## src/rtl/cmpi_pkg.sv

```systemverilog
package cmpi_pkg;
  localparam int unsigned INSN_W   = 32;
  localparam int unsigned DATA_W   = 64;
  localparam int unsigned WORD_W   = 32;
  localparam int unsigned IMM_W    = 16;
  localparam int unsigned OPC_W    = 6;
  localparam int unsigned OPC_VAL  = 11;
  localparam int unsigned SEL_W    = 3;
  localparam int unsigned IDX_W    = 5;
  localparam int unsigned NFIELD   = 8;
  localparam int unsigned FIELD_W  = 4;
  localparam int unsigned CR_W     = NFIELD * FIELD_W;
  localparam int unsigned STEP_W   = 4;
  localparam int unsigned STEP_VAL = 4;

  typedef struct packed {
    logic lt;
    logic gt;
    logic eq;
    logic so;
  } crf_t;

  typedef struct packed {
    logic             hit;
    logic [SEL_W-1:0] sel;
    logic             wide;
    logic [IDX_W-1:0] idx;
    logic [IMM_W-1:0] imm;
  } dec_t;
endpackage

```

## src/rtl/cmpi_decode.sv

```systemverilog
module cmpi_decode
  import cmpi_pkg::*;
(
  input  logic [INSN_W-1:0] insn,
  output dec_t              dec
);
  // Big-endian bit i of the word is insn[INSN_W-1-i].
  localparam int unsigned OPC_HI = INSN_W - 1;
  localparam int unsigned SEL_HI = OPC_HI - OPC_W;
  localparam int unsigned RSV_P  = SEL_HI - SEL_W;
  localparam int unsigned WID_P  = RSV_P - 1;
  localparam int unsigned IDX_HI = WID_P - 1;

  logic [OPC_W-1:0] opc;

  always_comb begin
    opc      = insn[OPC_HI -: OPC_W];
    dec.hit  = (opc == OPC_W'(OPC_VAL));
    dec.sel  = insn[SEL_HI -: SEL_W];
    dec.wide = insn[WID_P];
    dec.idx  = insn[IDX_HI -: IDX_W];
    dec.imm  = insn[IMM_W-1:0];
  end
endmodule

```

## src/rtl/cmpi_relate.sv

```systemverilog
module cmpi_relate
  import cmpi_pkg::*;
(
  input  logic [DATA_W-1:0] src,
  input  logic [IMM_W-1:0]  imm,
  input  logic              wide,
  output logic              lt,
  output logic              gt,
  output logic              eq
);
  localparam int unsigned UP_W  = DATA_W - WORD_W;
  localparam int unsigned EXT_W = DATA_W - IMM_W;

  logic signed [DATA_W-1:0] lhs;
  logic signed [DATA_W-1:0] rhs;

  always_comb begin
    if (wide) lhs = src;
    else      lhs = {{UP_W{src[WORD_W-1]}}, src[WORD_W-1:0]};
    rhs = {{EXT_W{imm[IMM_W-1]}}, imm};
    // Direct signed relations; no subtraction borrow involved.
    lt = (lhs <  rhs);
    gt = (lhs >  rhs);
    eq = (lhs == rhs);
  end
endmodule

```

## src/rtl/cmpi_crmerge.sv

```systemverilog
module cmpi_crmerge
  import cmpi_pkg::*;
(
  input  logic [CR_W-1:0]  cr_old,
  input  logic [SEL_W-1:0] sel,
  input  crf_t             fld,
  output logic [CR_W-1:0]  cr_new
);
  for (genvar k = 0; k < NFIELD; k++) begin : g_fld
    localparam int unsigned HI = CR_W - 1 - k * FIELD_W;
    assign cr_new[HI -: FIELD_W] = (sel == SEL_W'(k)) ? fld : cr_old[HI -: FIELD_W];
  end
endmodule

```

## src/rtl/cmpi_exec.sv

```systemverilog
module cmpi_exec
  import cmpi_pkg::*;
(
  input  logic              clk,
  input  logic              rst_n,
  input  logic              in_valid,
  output logic              in_ready,
  input  logic [INSN_W-1:0] insn,
  output logic [IDX_W-1:0]  rf_idx,
  input  logic [DATA_W-1:0] rf_data,
  input  logic              so_in,
  input  logic [CR_W-1:0]   cr_in,
  output logic              out_done,
  output logic              out_illegal,
  output logic [CR_W-1:0]   cr_out,
  output logic [STEP_W-1:0] pc_step
);
  // reset: asserted asynchronously, released through two flops
  logic [1:0] rs_q;
  logic       rst_int_n;

  always_ff @(posedge clk or negedge rst_n) begin
    if (!rst_n) rs_q <= 2'b00;
    else        rs_q <= {rs_q[0], 1'b1};
  end
  assign rst_int_n = rs_q[1];

  // datapath
  dec_t            dec;
  crf_t            fld;
  logic [CR_W-1:0] merged;

  cmpi_decode u_dec (
    .insn (insn),
    .dec  (dec)
  );

  assign rf_idx = dec.idx;

  cmpi_relate u_rel (
    .src  (rf_data),
    .imm  (dec.imm),
    .wide (dec.wide),
    .lt   (fld.lt),
    .gt   (fld.gt),
    .eq   (fld.eq)
  );
  assign fld.so = so_in;

  cmpi_crmerge u_mrg (
    .cr_old (cr_in),
    .sel    (dec.sel),
    .fld    (fld),
    .cr_new (merged)
  );

  // next-state
  logic              rdy_q, rdy_d;
  logic              take;
  logic              done_q, done_d;
  logic              ill_q, ill_d;
  logic [CR_W-1:0]   cr_q, cr_d;
  logic [STEP_W-1:0] step_q, step_d;
  logic              res_en;

  always_comb begin
    rdy_d  = 1'b1;
    take   = in_valid & rdy_q;
    done_d = take;
    res_en = take;
    ill_d  = ~dec.hit;
    cr_d   = dec.hit ? merged : cr_in;
    step_d = dec.hit ? STEP_W'(STEP_VAL) : '0;
  end

  // registers
  always_ff @(posedge clk or negedge rst_int_n) begin
    if (!rst_int_n) begin
      rdy_q  <= 1'b0;
      done_q <= 1'b0;
      ill_q  <= 1'b0;
      cr_q   <= '0;
      step_q <= '0;
    end else begin
      rdy_q  <= rdy_d;
      done_q <= done_d;
      if (res_en) begin
        ill_q  <= ill_d;
        cr_q   <= cr_d;
        step_q <= step_d;
      end
    end
  end

  assign in_ready    = rdy_q;
  assign out_done    = done_q;
  assign out_illegal = done_q & ill_q;
  assign cr_out      = cr_q;
  assign pc_step     = done_q ? step_q : '0;
endmodule

```

## config.mk

```make
export PLATFORM = sky130hd
export DESIGN_NAME = cmpi_exec
export DESIGN_NICKNAME = d
export VERILOG_FILES = /design/src/rtl/cmpi_pkg.sv /design/src/rtl/cmpi_decode.sv /design/src/rtl/cmpi_relate.sv /design/src/rtl/cmpi_crmerge.sv /design/src/rtl/cmpi_exec.sv
export SDC_FILE = /design/constraint.sdc
export NUM_CORES = 1
export LEC_CHECK = 0
export ABC_AREA = 1
export BUFFER_PORTS_ARGS = -buffer_cell sky130_fd_sc_hd__buf_2
export CORE_AREA = 2 2 122 95
export CTS_BUF_LIST = sky130_fd_sc_hd__clkbuf_16
export DETAILED_ROUTE_END_ITERATION = 12
export DIE_AREA = 0 0 124 97
export PLACE_DENSITY_LB_ADDON = 0.08
export SETUP_SLACK_MARGIN = 0.15
export SLEW_MARGIN = 20
export SYNTH_ARGS = -nofsm -noshare
export SYNTH_HDL_FRONTEND = slang
export SYNTH_SLANG_ARGS = --single-unit
```

## constraint.sdc

```tcl
create_clock -name clk -period 1.6 [get_ports clk]
set_clock_uncertainty 0.2 [all_clocks]
set_input_delay 0.32 -clock clk [delete_from_list [all_inputs] [get_ports clk]]
set_output_delay 0.32 -clock clk [all_outputs]
set_load 0.02 [all_outputs]
```

== Yosys cells after proc, flatten, opt, wreduce, memory -nomap -nowiden ==
Cells that the tools add are included.
Storage, ports and cells
  register bits after elaboration: 41
  bits of input ports: 132
  output and inout port bits: 44
  logic and storage cells: 33
Operators by class
  order comparisons: 2
  eq/ne operators: 9
  mux-type cells: 12
  bitwise gates (word level): 3
  reductions and logical operators: 1
Operator list (count)
  equality test 64 x 16 -> 1 bit: 1
  greater-than comparator 64 x 16 -> 1 bit: 1
  < comparator 64 x 16 -> 1 bit: 1
  2-to-1 mux 64 bit: 1
  2-to-1 mux 4 bit: 9
  2-to-1 mux 32 bit: 1
  equality test 3 bit (second input constant): 4
  equality test 3 x 2 -> 1 bit (second input constant): 2
  equality test 6 x 4 -> 1 bit (second input constant): 1
  equality test 3 x 1 -> 1 bit (second input constant): 1
  logical NOT 3 bit: 1
  2-to-1 mux 3 bit: 1
  bitwise AND 1 bit: 2
  NOT 1 bit: 1

== Depth between registers and ports, before layout ==
Gate-level depths: netlist of run 1.
  depth in word-level cells: 4
  depth in mapped cells: 21
  mapped depth without buffers: 20

== Hierarchy ==
Synthesis of run 1 repeated with hierarchy kept, for this count alone.
Second synthesis, totals
  cells, all modules: 722
  area total of the unflattened synthesis: 4729.5 µm²
Modules (own cells, without submodules)
  cmpi_exec: instances 1, cells each 259, area an instance 1978.1 µm², sequential area each 950.9 µm²
  cmpi_relate: instances 1, cells each 312, area an instance 1858.0 µm², sequential area each 0.0 µm²
  cmpi_crmerge: instances 1, cells each 120, area an instance 680.7 µm², sequential area each 0.0 µm²
  cmpi_decode: instances 1, cells each 31, area an instance 212.7 µm², sequential area each 0.0 µm²

== Worst setup path before layout of run 1 ==
Ideal clock, no wire load.
  kind: input-to-reg
  start: input insn[15]
  end: register cr_q[10] (netlist: cr_out[10])
  library setup time: 116 ps
  arrival time: 2667 ps
  data required time: 1284 ps
  slack: -1383 ps
  stages on the path: 12
  path buffers: 0
  path through: inv_1 ha_1 a21oi_1 o21ai_0 nor2_1 nand2_1 a21oi_1 nand3_2 nand3_4 nand2_1 nand2_1 nand2_1
On the way
  longest elaborated chain between the ends: 3
RTL lines
  start: declaration: line cmpi_exec.sv:8  | input logic [INSN_W-1:0] insn,
  greater-than comparator 64 x 16 -> 1 bit: line cmpi_relate.sv:23  | gt = (lhs > rhs);
  2-to-1 mux 4 bit: line cmpi_crmerge.sv:11  | assign cr_new[HI -: FIELD_W] = (sel == SEL_W'(k)) ? fld : cr_old[HI -: FIELD_W];
  2-to-1 mux 32 bit: line cmpi_exec.sv:72  | cr_d = dec.hit ? merged : cr_in;
  end signal: assignment: line cmpi_exec.sv:89  | cr_q <= cr_d;
  end: declaration: line cmpi_exec.sv:62  | logic [CR_W-1:0] cr_q, cr_d;
Every way passes these cells.
A chain may end at the register's enable or synchronous reset.

== Worst setup path in the final report of run 1 ==
  start: input insn[15]
  end: register cr_q[26] (netlist: cr_out[26])
The elaborated chain is that of the path after synthesis.

==> results of run 1 <==
## kinds of logic (layout without fill, tap and decap cells)
group                      Yosys count  in the layout
AOI/OAI and AO/OA                   82             82
buffers and inverters               70            270
DFF                                 38             38
other                                2              5
adders and majority gates           64             64
and+or+nand+nor                    288            288
## worst max-delay path: cells and delay by family
family	cells	cell delay (ns)
buffers and inverters	7	0.75
adder cells (fa/ha/maj)	1	0.27
AND/OR/NAND/NOR	9	1.00
## state kept, by name, summed over array words and instances (netlist names)
register / flops
out_done: 1
cr_out: 32
ill_q: 1
rs_q: 2
step_q: 1
in_ready: 1
## stage by stage
step | instance area, um2 | total power [W] | hold slack (ns) | setup TNS, ns | setup slack, ns
detailed placement | 4900 | 0.00234 | -0.0923 | -29.87 | -1.24
finish | 5970 | 0.00357 | 0.0864 | -17.80 | -0.782
floorplan | 3750 | 0.00189 | -0.176 | -27.39 | -1.25
global placement | 4900 | 0.00231 | -0.0944 | -28.58 | -1.19
CTS | 5400 | 0.00344 | 0.114 | -18.21 | -0.794
global route | 5970 | 0.00385 | 0.145 | -20.77 | -0.931
## power breakdown
group / internal [W] / total, W / leakage, nW / switching [W]
combinational: 0.000675 / 0.00149 / 2.67 / 0.000813
clock: 0.000563 / 0.000946 / 0.0724 / 0.000383
sequential: 0.00107 / 0.00113 / 0.467 / 0.0000588
## synthesized netlist by cell type
cell	instances	area, um2
nor2_1	42	158
conb_1	2	7.51
nand2_2	2	12.5
nor3b_1	2	15.0
nor3_2	1	10.0
clkbuf_1	9	33.8
o21bai_1	1	7.51
ha_1	64	801
o21ai_0	38	190
inv_1	47	176
dfrtp_1	38	951
nand2_1	199	747
o21a_1	12	90.1
buf_4	8	60.1
clkinv_1	1	3.75
nor2_4	1	11.3
nand4_1	7	43.8
a21o_1	1	7.51
nand4_2	1	12.5
buf_1	5	18.8
and2b_1	1	7.51
nand3_1	19	95.1
nand3_2	1	10.0
nor3_1	2	10.0
a21oi_1	30	150
or2_2	8	50.1
nand3_4	1	17.5
nand2_4	1	11.3
## layout make-up
| cell class | count | area, um2 | share of cell area |
|---|---|---|---|
| tap | 140 | 175 | 0.0294 |
| multi-input combinational | 439 | 2950 | 0.495 |
| timing repair buffer | 214 | 1550 | 0.260 |
| clock buffer | 5 | 125 | 0.0210 |
| inverter | 48 | 198 | 0.0331 |
| clock inverter | 3 | 12.5 | 0.00210 |
| sequential | 38 | 951 | 0.159 |
## layout by cell type, fill, tap and decap left out, drive strengths merged, types with 2 or more instances in the layout
cell,synthesis,routed
ha,64,64
clkinv,1,3
o21a,12,12
nor3,3,3
nand4,8,8
conb,2,5
a21oi,30,30
nand3,21,21
nor2,43,43
or2,8,8
o21ai,38,38
buf,13,210
clkbuf,9,8
nor3b,2,2
dfrtp,38,38
inv,47,47
nand2,202,202
## worst paths after layout
path / slack (ns) / start / cells past startpoint / endpoint
max in group asynchronous: 0.75 / rs_q[1] / 1 / cr_out[23]
min in group clk: 0.12 / cr_in[25] / 3 / cr_out[25]
min reg2reg: 0.09 / rs_q[1] / 1 / cr_out[29]
min: 0.09 / rs_q[1] / 1 / cr_out[29]
max reg2reg: 0.25 / in_ready / 5 / cr_out[5]
max: -0.78 / insn[15] / 17 / cr_out[26]
## metal layers
metal / vias to the layer above / routed length, um / share of wire / global-route usage
met2: 102 / 5630 / 0.48 / 0.314
li1: 2172 / - / - / -
met3: 8 / 642 / 0.054 / 0.0436
met5: - / 0 / 0 / 0
met1: 1917 / 5490 / 0.46 / 0.254
met4: 0 / 79 / 0.0067 / 0.0363
## what timing repair did
item	in CTS	in global routing
pin swaps	25	58
endpoints found under the hold margin	2	0
endpoints found under the setup margin	29	36
hold buffers	1	0
gates cloned	3	3
resized for setup	42	101
buffers inserted	9	7
==> impl_metrics.json, run 1 <==
{
  "die_h_um": 97,
  "grt_start_max_net_pins": 37,
  "synth_seq_cells": 38,
  "dp_cells": 856,
  "syn_inst": 544,
  "hp-class": "reg2async",
  "setup_slack_ns": -0.782,
  "grt_pass1_wl_um": 18300,
  "worstSetupPathType": "in2reg",
  "detail-route-antenna-nets": 0,
  "post-route-util": 0.556,
  "drv_slew": 0,
  "vias": 4199,
  "grt_pass1_vias": 4042,
  "syn-cell-area_um2": 3710,
  "port_buffers": 161,
  "rows": 33,
  "grt_use_total": 0.190,
  "avgSynthCellArea_um2": 6.82,
  "outcome": "finished, violations left",
  "cap_viol_max_count": 0,
  "cts-buffers-inserted": 5,
  "gp_congestion": 0.825,
  "clk_pin_slew_ns": 0.06,
  "yosys.area_share.simple": 0.327,
  "synth-xor-area-share": 0,
  "max_freq_mhz": 420,
  "crit_required_ns": 1.57,
  "synthAdderAreaFrac": 0.216,
  "antenna_found_initial": 0,
  "design.core.area_um2": 10700,
  "nets": 942,
  "setup_viol": 24,
  "cts_root_buf": "clkbuf_16",
  "clk_path_buf_depth": 2,
  "layout-drive-gt1-share": 0.432,
  "synth_top_family_by_area": "simple AND/OR/NAND/NOR gates",
  "power_leakage_nw": 3.21,
  "synth_compound_area_frac": 0.120,
  "dieArea_um2": 12000,
  "startpoint_type": "input pin",
  "drt_iter0_markers": 137,
  "synth_seq_area_share": 0.256,
  "overflow": 0,
  "end_kind": "register",
  "wl_per_cell_um": 13.3,
  "yosys_warnings": 0,
  "rsz0062_at_grt": "true",
  "worstSkewPairLatency_ns": 0.28,
  "fin_crit_ns": 2.38,
  "hold_viol": 0,
  "htree_num_levels": 2,
  "worstPathArrival_ns": 2.35,
  "first_pass_iters": 4,
  "violations": "negative setup slack",
  "finalNonFillerCells": 887,
  "yosysUniqueCellTypes": 28,
  "clock-sinks": 38,
  "finalCritPeriodShare": 1.49,
  "slowest_delay_ns": 0.27,
  "hpwl_um": 8470,
  "die_w_um": 124,
  "drt_wl_total_um": 11800,
  "synthMuxAreaShare": 0,
  "p_per_area_nw_per_um2": 598,
  "vdd_drop_max_uv": 495,
  "vias_per_cell": 4.73,
  "cp_max_fo": 8,
  "start_util": 0.345,
  "filler_cell_count": 1024,
  "syn2layout_area_growth_pct": 60.9,
  "cp_slowest_cell": "ha_4",
  "io_pins": 176,
  "drc_errors": 0,
  "crit_chain": "buf_6 > clkinvlp_4 > buf_12 > buf_12 > buf_12 > ha_4 > nand4_4 > nor3_4 > and2b_2 > nand2_4 > buf_6 > nor2_4 > inv_2 > nand3_4 > nand2_1 > nand2_1 > nand2_1",
  "n_antenna_cell": 0,
  "tritoncts": "done"
}
Note: power is estimated with default switching activity, not from simulation.
==> inputs of run 2 (changes only) <==
--- a/config.mk
+++ b/config.mk
@@ -7,10 +7,10 @@
 export LEC_CHECK = 0
 export ABC_AREA = 1
 export BUFFER_PORTS_ARGS = -buffer_cell sky130_fd_sc_hd__buf_2
-export CORE_AREA = 2 2 122 95
+export CORE_AREA = 2 2 88 132
 export CTS_BUF_LIST = sky130_fd_sc_hd__clkbuf_16
 export DETAILED_ROUTE_END_ITERATION = 12
-export DIE_AREA = 0 0 124 97
+export DIE_AREA = 0 0 90 134
 export PLACE_DENSITY_LB_ADDON = 0.08
 export SETUP_SLACK_MARGIN = 0.15
 export SLEW_MARGIN = 20
==> run 2 against run 1 <==
The run still ends with negative setup slack left. Highest routed layer unchanged. First-iteration DRC count is 40% lower. Power grew 0.31%. Final cell count unchanged. Critical endpoint is now cr_out[2]. Largest cell class unchanged.
==> impl_metrics.json, run 2 (same netlist as run 1, synthesis figures left out) <==
{
  "clock-sinks": 38,
  "end_kind": "register",
  "hold_ws_ns": 0.0320,
  "clk_path_buf_depth": 2,
  "power_w": 0.00358,
  "worstSetupPathType": "in2reg",
  "setup_viol": 24,
  "grt_pass1_vias": 4151,
  "nets": 935,
  "design.core.area_um2": 10900,
  "vias": 4179,
  "clk_pin_slew_ns": 0.06,
  "drv_slew": 0,
  "rows": 47,
  "wl_per_cell_um": 13.7,
  "port_buffers": 161,
  "vias_per_cell": 4.71,
  "drt_wl_total_um": 12100,
  "n_antenna_cell": 0,
  "rsz0062_at_grt": "true",
  "start_util": 0.339,
  "tritoncts": "done",
  "worstSkewPairLatency_ns": 0.28,
  "detail-route-antenna-nets": 0,
  "hpwl_um": 8630,
  "syn2layout_area_growth_pct": 57.7,
  "htree_num_levels": 2,
  "die_w_um": 90,
  "gp_congestion": 0.804,
  "die_h_um": 134,
  "p_per_area_nw_per_um2": 612,
  "violations": "negative setup slack",
  "cp_max_fo": 8,
  "largest_reg_flops": 32,
  "cts-buffers-inserted": 5,
  "grt_pass1_wl_um": 18700,
  "reg2reg_depth": 6,
  "cap_viol_max_count": 0,
  "startpoint_type": "input pin",
  "finalCritPeriodShare": 1.47,
  "dieArea_um2": 12100,
  "hp-class": "reg2async",
  "setup_slack_ns": -0.745,
  "fin_crit_ns": 2.35,
  "io_pins": 176,
  "outcome": "finished, violations left",
  "grt_start_max_net_pins": 49,
  "crit_required_ns": 1.62,
  "worstPathArrival_ns": 2.36,
  "antenna_found_initial": 0,
  "max_freq_mhz": 426,
  "hold_viol": 0,
  "grt_use_total": 0.188,
  "final_common_cell": "nand2_1",
  "overflow": 0,
  "layout-drive-gt1-share": 0.416,
  "fin_setup_tns_ns": -16.56,
  "first_pass_iters": 4,
  "drc_errors": 0,
  "vdd_drop_max_uv": 754,
  "power_leakage_nw": 3.14,
  "cts_root_buf": "clkbuf_16",
  "drt_iter0_markers": 82,
  "final_cell_mix": "nand2_1 (180), buf_2 (153), ha_1 (46)"
}
-- run 2: cell count changes in the layout (fill, tap and decap cells not counted), sizes merged --
cell,previous run,this run
buf,210,202
nand2,202,203
-- run 2: where the power goes --
group / total (W) / internal [W] / switching [W] / leakage (nW)
registers: 0.00114 / 0.00107 / 0.0000637 / 0.467
logic: 0.00149 / 0.000673 / 0.000815 / 2.60
clock network: 0.000952 / 0.000564 / 0.000389 / 0.0724
-- run 2: metal layers --
metal | global-route usage | vias to the layer above | share of wire
met2 | 0.369 | 101 | 0.55
met1 | 0.207 | 1918 | 0.39
met5 | 0 | - | 0
met3 | 0.0230 | 12 | 0.040
li1 | - | 2148 | -
met4 | 0.0624 | 0 | 0.019
-- run 2: cell type report --
class                           count  area (um2)
Clock buffer                        5         125
Tap cell                          147         184
Clock inverter                      3        12.5
Multi-Input combinational cell    440        2950
Fill cell                        1070        5090
Timing Repair Buffer              206        1430
Inverter                           48         195
Sequential cell                    38         951
-- run 2: repair_timing --
item,CTS,global route
pin swaps,28,56
hold buffers,1,0
gates cloned,4,6
endpoints found under the setup margin,28,36
setup buffers,5,5
hold endpoints to repair,2,0
gates resized for setup,51,83
-- run 2: worst paths after layout --
kind | end | slack [ns] | start
min | cr_out[9] | 0.03 | rs_q[1]
min reg2reg | cr_out[9] | 0.03 | rs_q[1]
max in group asynchronous | rs_q[1] | 0.95 | rst_n
max reg2reg | cr_out[18] | 0.31 | in_ready
min in group clk | cr_out[12] | 0.12 | cr_in[12]
max | cr_out[2] | -0.75 | insn[21]
-- run 2: worst max-delay path, cell delays in order --
cell and delay (ns):
buf_6 0.11, inv_4 0.06, nand2_8 0.09, buf_12 0.15, nand2_1 0.10, ha_4 0.21, nand2_2 0.08, nor2_2 0.04
nand4_1 0.07, and2b_2 0.23, buf_4 0.14, a21oi_4 0.21, nand2_4 0.09, nand2_4 0.09, nand3_4 0.15, nand2_1 0.10
nand2_1 0.05, nand2_1 0.05
-- run 2: metrics by stage --
stage / cell area, um2 / setup WS, ns / util / std cells
6_report: 5850 / -0.745 / 0.535 / 887
5_1_grt: 5850 / -0.882 / 0.535 / 887
2_1_floorplan: 3750 / -1.25 / - / 547
3_5_place_dp: 4880 / -1.13 / 0.446 / 858
3_3_place_gp: 4880 / -1.09 / 0.446 / 858
4_1_cts: 5360 / -0.698 / 0.490 / 876
==> inputs of run 3 (changes only) <==
--- a/config.mk
+++ b/config.mk
@@ -7,12 +7,11 @@
 export LEC_CHECK = 0
 export ABC_AREA = 1
 export BUFFER_PORTS_ARGS = -buffer_cell sky130_fd_sc_hd__buf_2
-export CORE_AREA = 2 2 88 132
+export CORE_AREA = 2 2 75 113
 export CTS_BUF_LIST = sky130_fd_sc_hd__clkbuf_16
 export DETAILED_ROUTE_END_ITERATION = 12
-export DIE_AREA = 0 0 90 134
+export DIE_AREA = 0 0 77 115
 export PLACE_DENSITY_LB_ADDON = 0.08
-export SETUP_SLACK_MARGIN = 0.15
 export SLEW_MARGIN = 20
 export SYNTH_ARGS = -nofsm -noshare
 export SYNTH_HDL_FRONTEND = slang
==> run 3 against run 2 <==
The run still ends with negative setup slack left. Clock power down 1%. Global-route usage increased by 10 points. Worst setup slack worse by 0.12 ns. Largest power group unchanged. Via count is 7.2% higher. Routed wire length rose by 13%. Critical path type unchanged. Sequential share of layout area down 0.76 points. Combinational power grew 13%. Hold slack better by 0.055 ns. Critical path depth down 1. Largest cell class unchanged.
==> impl_metrics.json, run 3 (same netlist as run 1, synthesis figures left out) <==
{
  "io_pins": 176,
  "antenna_found_initial": 0,
  "grt_pass1_vias": 4518,
  "rows": 40,
  "final_common_cell": "nand2_1",
  "nets": 941,
  "overflow": 0,
  "grt_start_max_net_pins": 37,
  "clk_pin_slew_ns": 0.05,
  "route.met3.wl_um": 722,
  "gp_congestion": 0.843,
  "slowest_delay_ns": 0.30,
  "start_util": 0.469,
  "seq_power_share": 0.302,
  "cp_slowest_cell": "and2b_2",
  "path_buf_inv": 6,
  "reg2reg_depth": 6,
  "cts-buffers-inserted": 5,
  "final_cell_mix": "nand2_1 (175), buf_2 (156), inv_1 (39)",
  "max_freq_mhz": 406,
  "timing.rr.start": "in_ready",
  "power_switching_share": 0.360,
  "hp-class": "reg2async",
  "worstPathArrival_ns": 2.43,
  "pre_cts_ws_ns": -1.16,
  "grt_pass1_wl_um": 20700,
  "r2r_slack_ns": 0.30,
  "worstSetupPathType": "in2reg",
  "cap_viol_max_count": 0,
  "vias": 4480,
  "drt_iter0_markers": 197,
  "syn2layout_area_growth_pct": 65.4,
  "n_antenna_cell": 0,
  "drt_wl_total_um": 13600,
  "fin_crit_ns": 2.46,
  "finalCritPeriodShare": 1.54,
  "violations": "negative setup slack",
  "post-route-util": 0.776,
  "first_pass_iters": 4,
  "cts_root_buf": "clkbuf_16",
  "reg2reg_to": "cr_out[14]",
  "drc_errors": 0,
  "power_w": 0.00376,
  "layout-drive-gt1-share": 0.457,
  "port_buffers": 161,
  "combinationalPowerShare": 0.449,
  "power_frac_clock": 0.249,
  "htree_num_levels": 2,
  "largest_reg_flops": 32,
  "power_leakage_nw": 3.21,
  "p_int_w": 0.00241,
  "hold_viol": 0,
  "fin_setup_tns_ns": -19.51,
  "filler_cell_count": 564,
  "die_w_um": 77,
  "vdd_drop_max_uv": 716,
  "outcome": "finished, violations left",
  "drv_slew": 0,
  "setup_slack_ns": -0.861,
  "cp_max_fo": 7,
  "startpoint_type": "input pin",
  "detail-route-antenna-nets": 0,
  "crit_chain": "buf_8 > clkinvlp_4 > buf_6 > buf_12 > ha_4 > nand2_2 > nor2_2 > nand4_1 > and2b_2 > nand2_2 > inv_2 > nand2_4 > nand3_4 > buf_12 > nand3_1 > nand3_1 > nand2_1",
  "hold_ws_ns": 0.0872,
  "wl_per_cell_um": 16.0,
  "die_h_um": 115,
  "path_delay_family": "simple AND/OR/NAND/NOR gates",
  "top_layer": "met4",
  "worstSkewPairLatency_ns": 0.28,
  "route.met2.wl_um": 7360,
  "dieArea_um2": 8860,
  "vias_per_cell": 5.26,
  "crit_required_ns": 1.57,
  "grt_use_total": 0.292,
  "clock-sinks": 38,
  "hpwl_um": 8060,
  "p_per_area_nw_per_um2": 613,
  "clk_path_buf_depth": 2,
  "drt-met1-wl_um": 4930,
  "rsz0062_at_grt": "true",
  "end_kind": "register",
  "design.core.area_um2": 7910,
  "power_switching_w": 0.00136,
  "setup_viol": 24,
  "tritoncts": "done"
}
==> run 3: power by group through the flow <==
stage	Sequential (W)	Combinational, W	Clock [W]
after CTS	0.00114	0.00152	0.000958
final	0.00114	0.00169	0.000938
after global placement	0.00115	0.00115	0
after global routing	0.00115	0.00185	0.000994
after floorplan	0.00129	0.000597	0
after detailed placement	0.00115	0.00118	0
==> run 3: area by class of cell <==
cell class                      instances  area (um2)  area share
Multi-Input combinational cell        439        3170       0.517
Timing Repair Buffer                  213        1540       0.252
Sequential cell                        38         951       0.155
Clock inverter                          3        12.5     0.00204
Inverter                               48         196      0.0320
Clock buffer                            5         125      0.0204
Tap cell                              105         131      0.0214
==> run 3: per-layer routing <==
layer	track usage	vias up
li1	-	2159
met5	0	-
met1	0.304	2107
met2	0.573	167
met3	0.0345	47
met4	0.146	0
==> run 3: how the worst max path moves through the flow <==
stage	startpoint	end	slack, ns	cells after the start
after floorplan	insn[15]	cr_out[10]	-1.25	15
after global placement	insn[21]	cr_out[22]	-1.04	19
after detailed placement	insn[21]	cr_out[10]	-1.16	19
after CTS	insn[15]	cr_out[14]	-0.73	18
after global routing	insn[15]	cr_out[30]	-0.98	17
final	insn[15]	cr_out[11]	-0.86	17
==> run 3: what timing repair did <==
action                                  in CTS  in global routing
hold endpoints to repair                     2                  0
pin swaps                                   36                 37
resized for setup                          102                 71
endpoints found under the setup margin      29                 31
hold buffers                                 1                  0
buffers inserted                            12                  4
gates cloned                                 9                  0
==> run 3: metrics by stage <==
| step | std cells | cell area, um2 |
|---|---|---|
| floorplan | 547 | 3730 |
| detailed placement | 819 | 4810 |
| global placement | 819 | 4810 |
| finish | 851 | 6130 |
| CTS | 847 | 5880 |
| global route | 851 | 6130 |
==> run 3: worst reg2reg max path, cell delays in order, from the launching register on <==
cell      delay (ns)
dfrtp_1         0.37
nand2_1         0.08
clkinv_1        0.11
buf_12          0.18
o21a_1          0.14
nand2_2         0.07
nand2_1         0.04
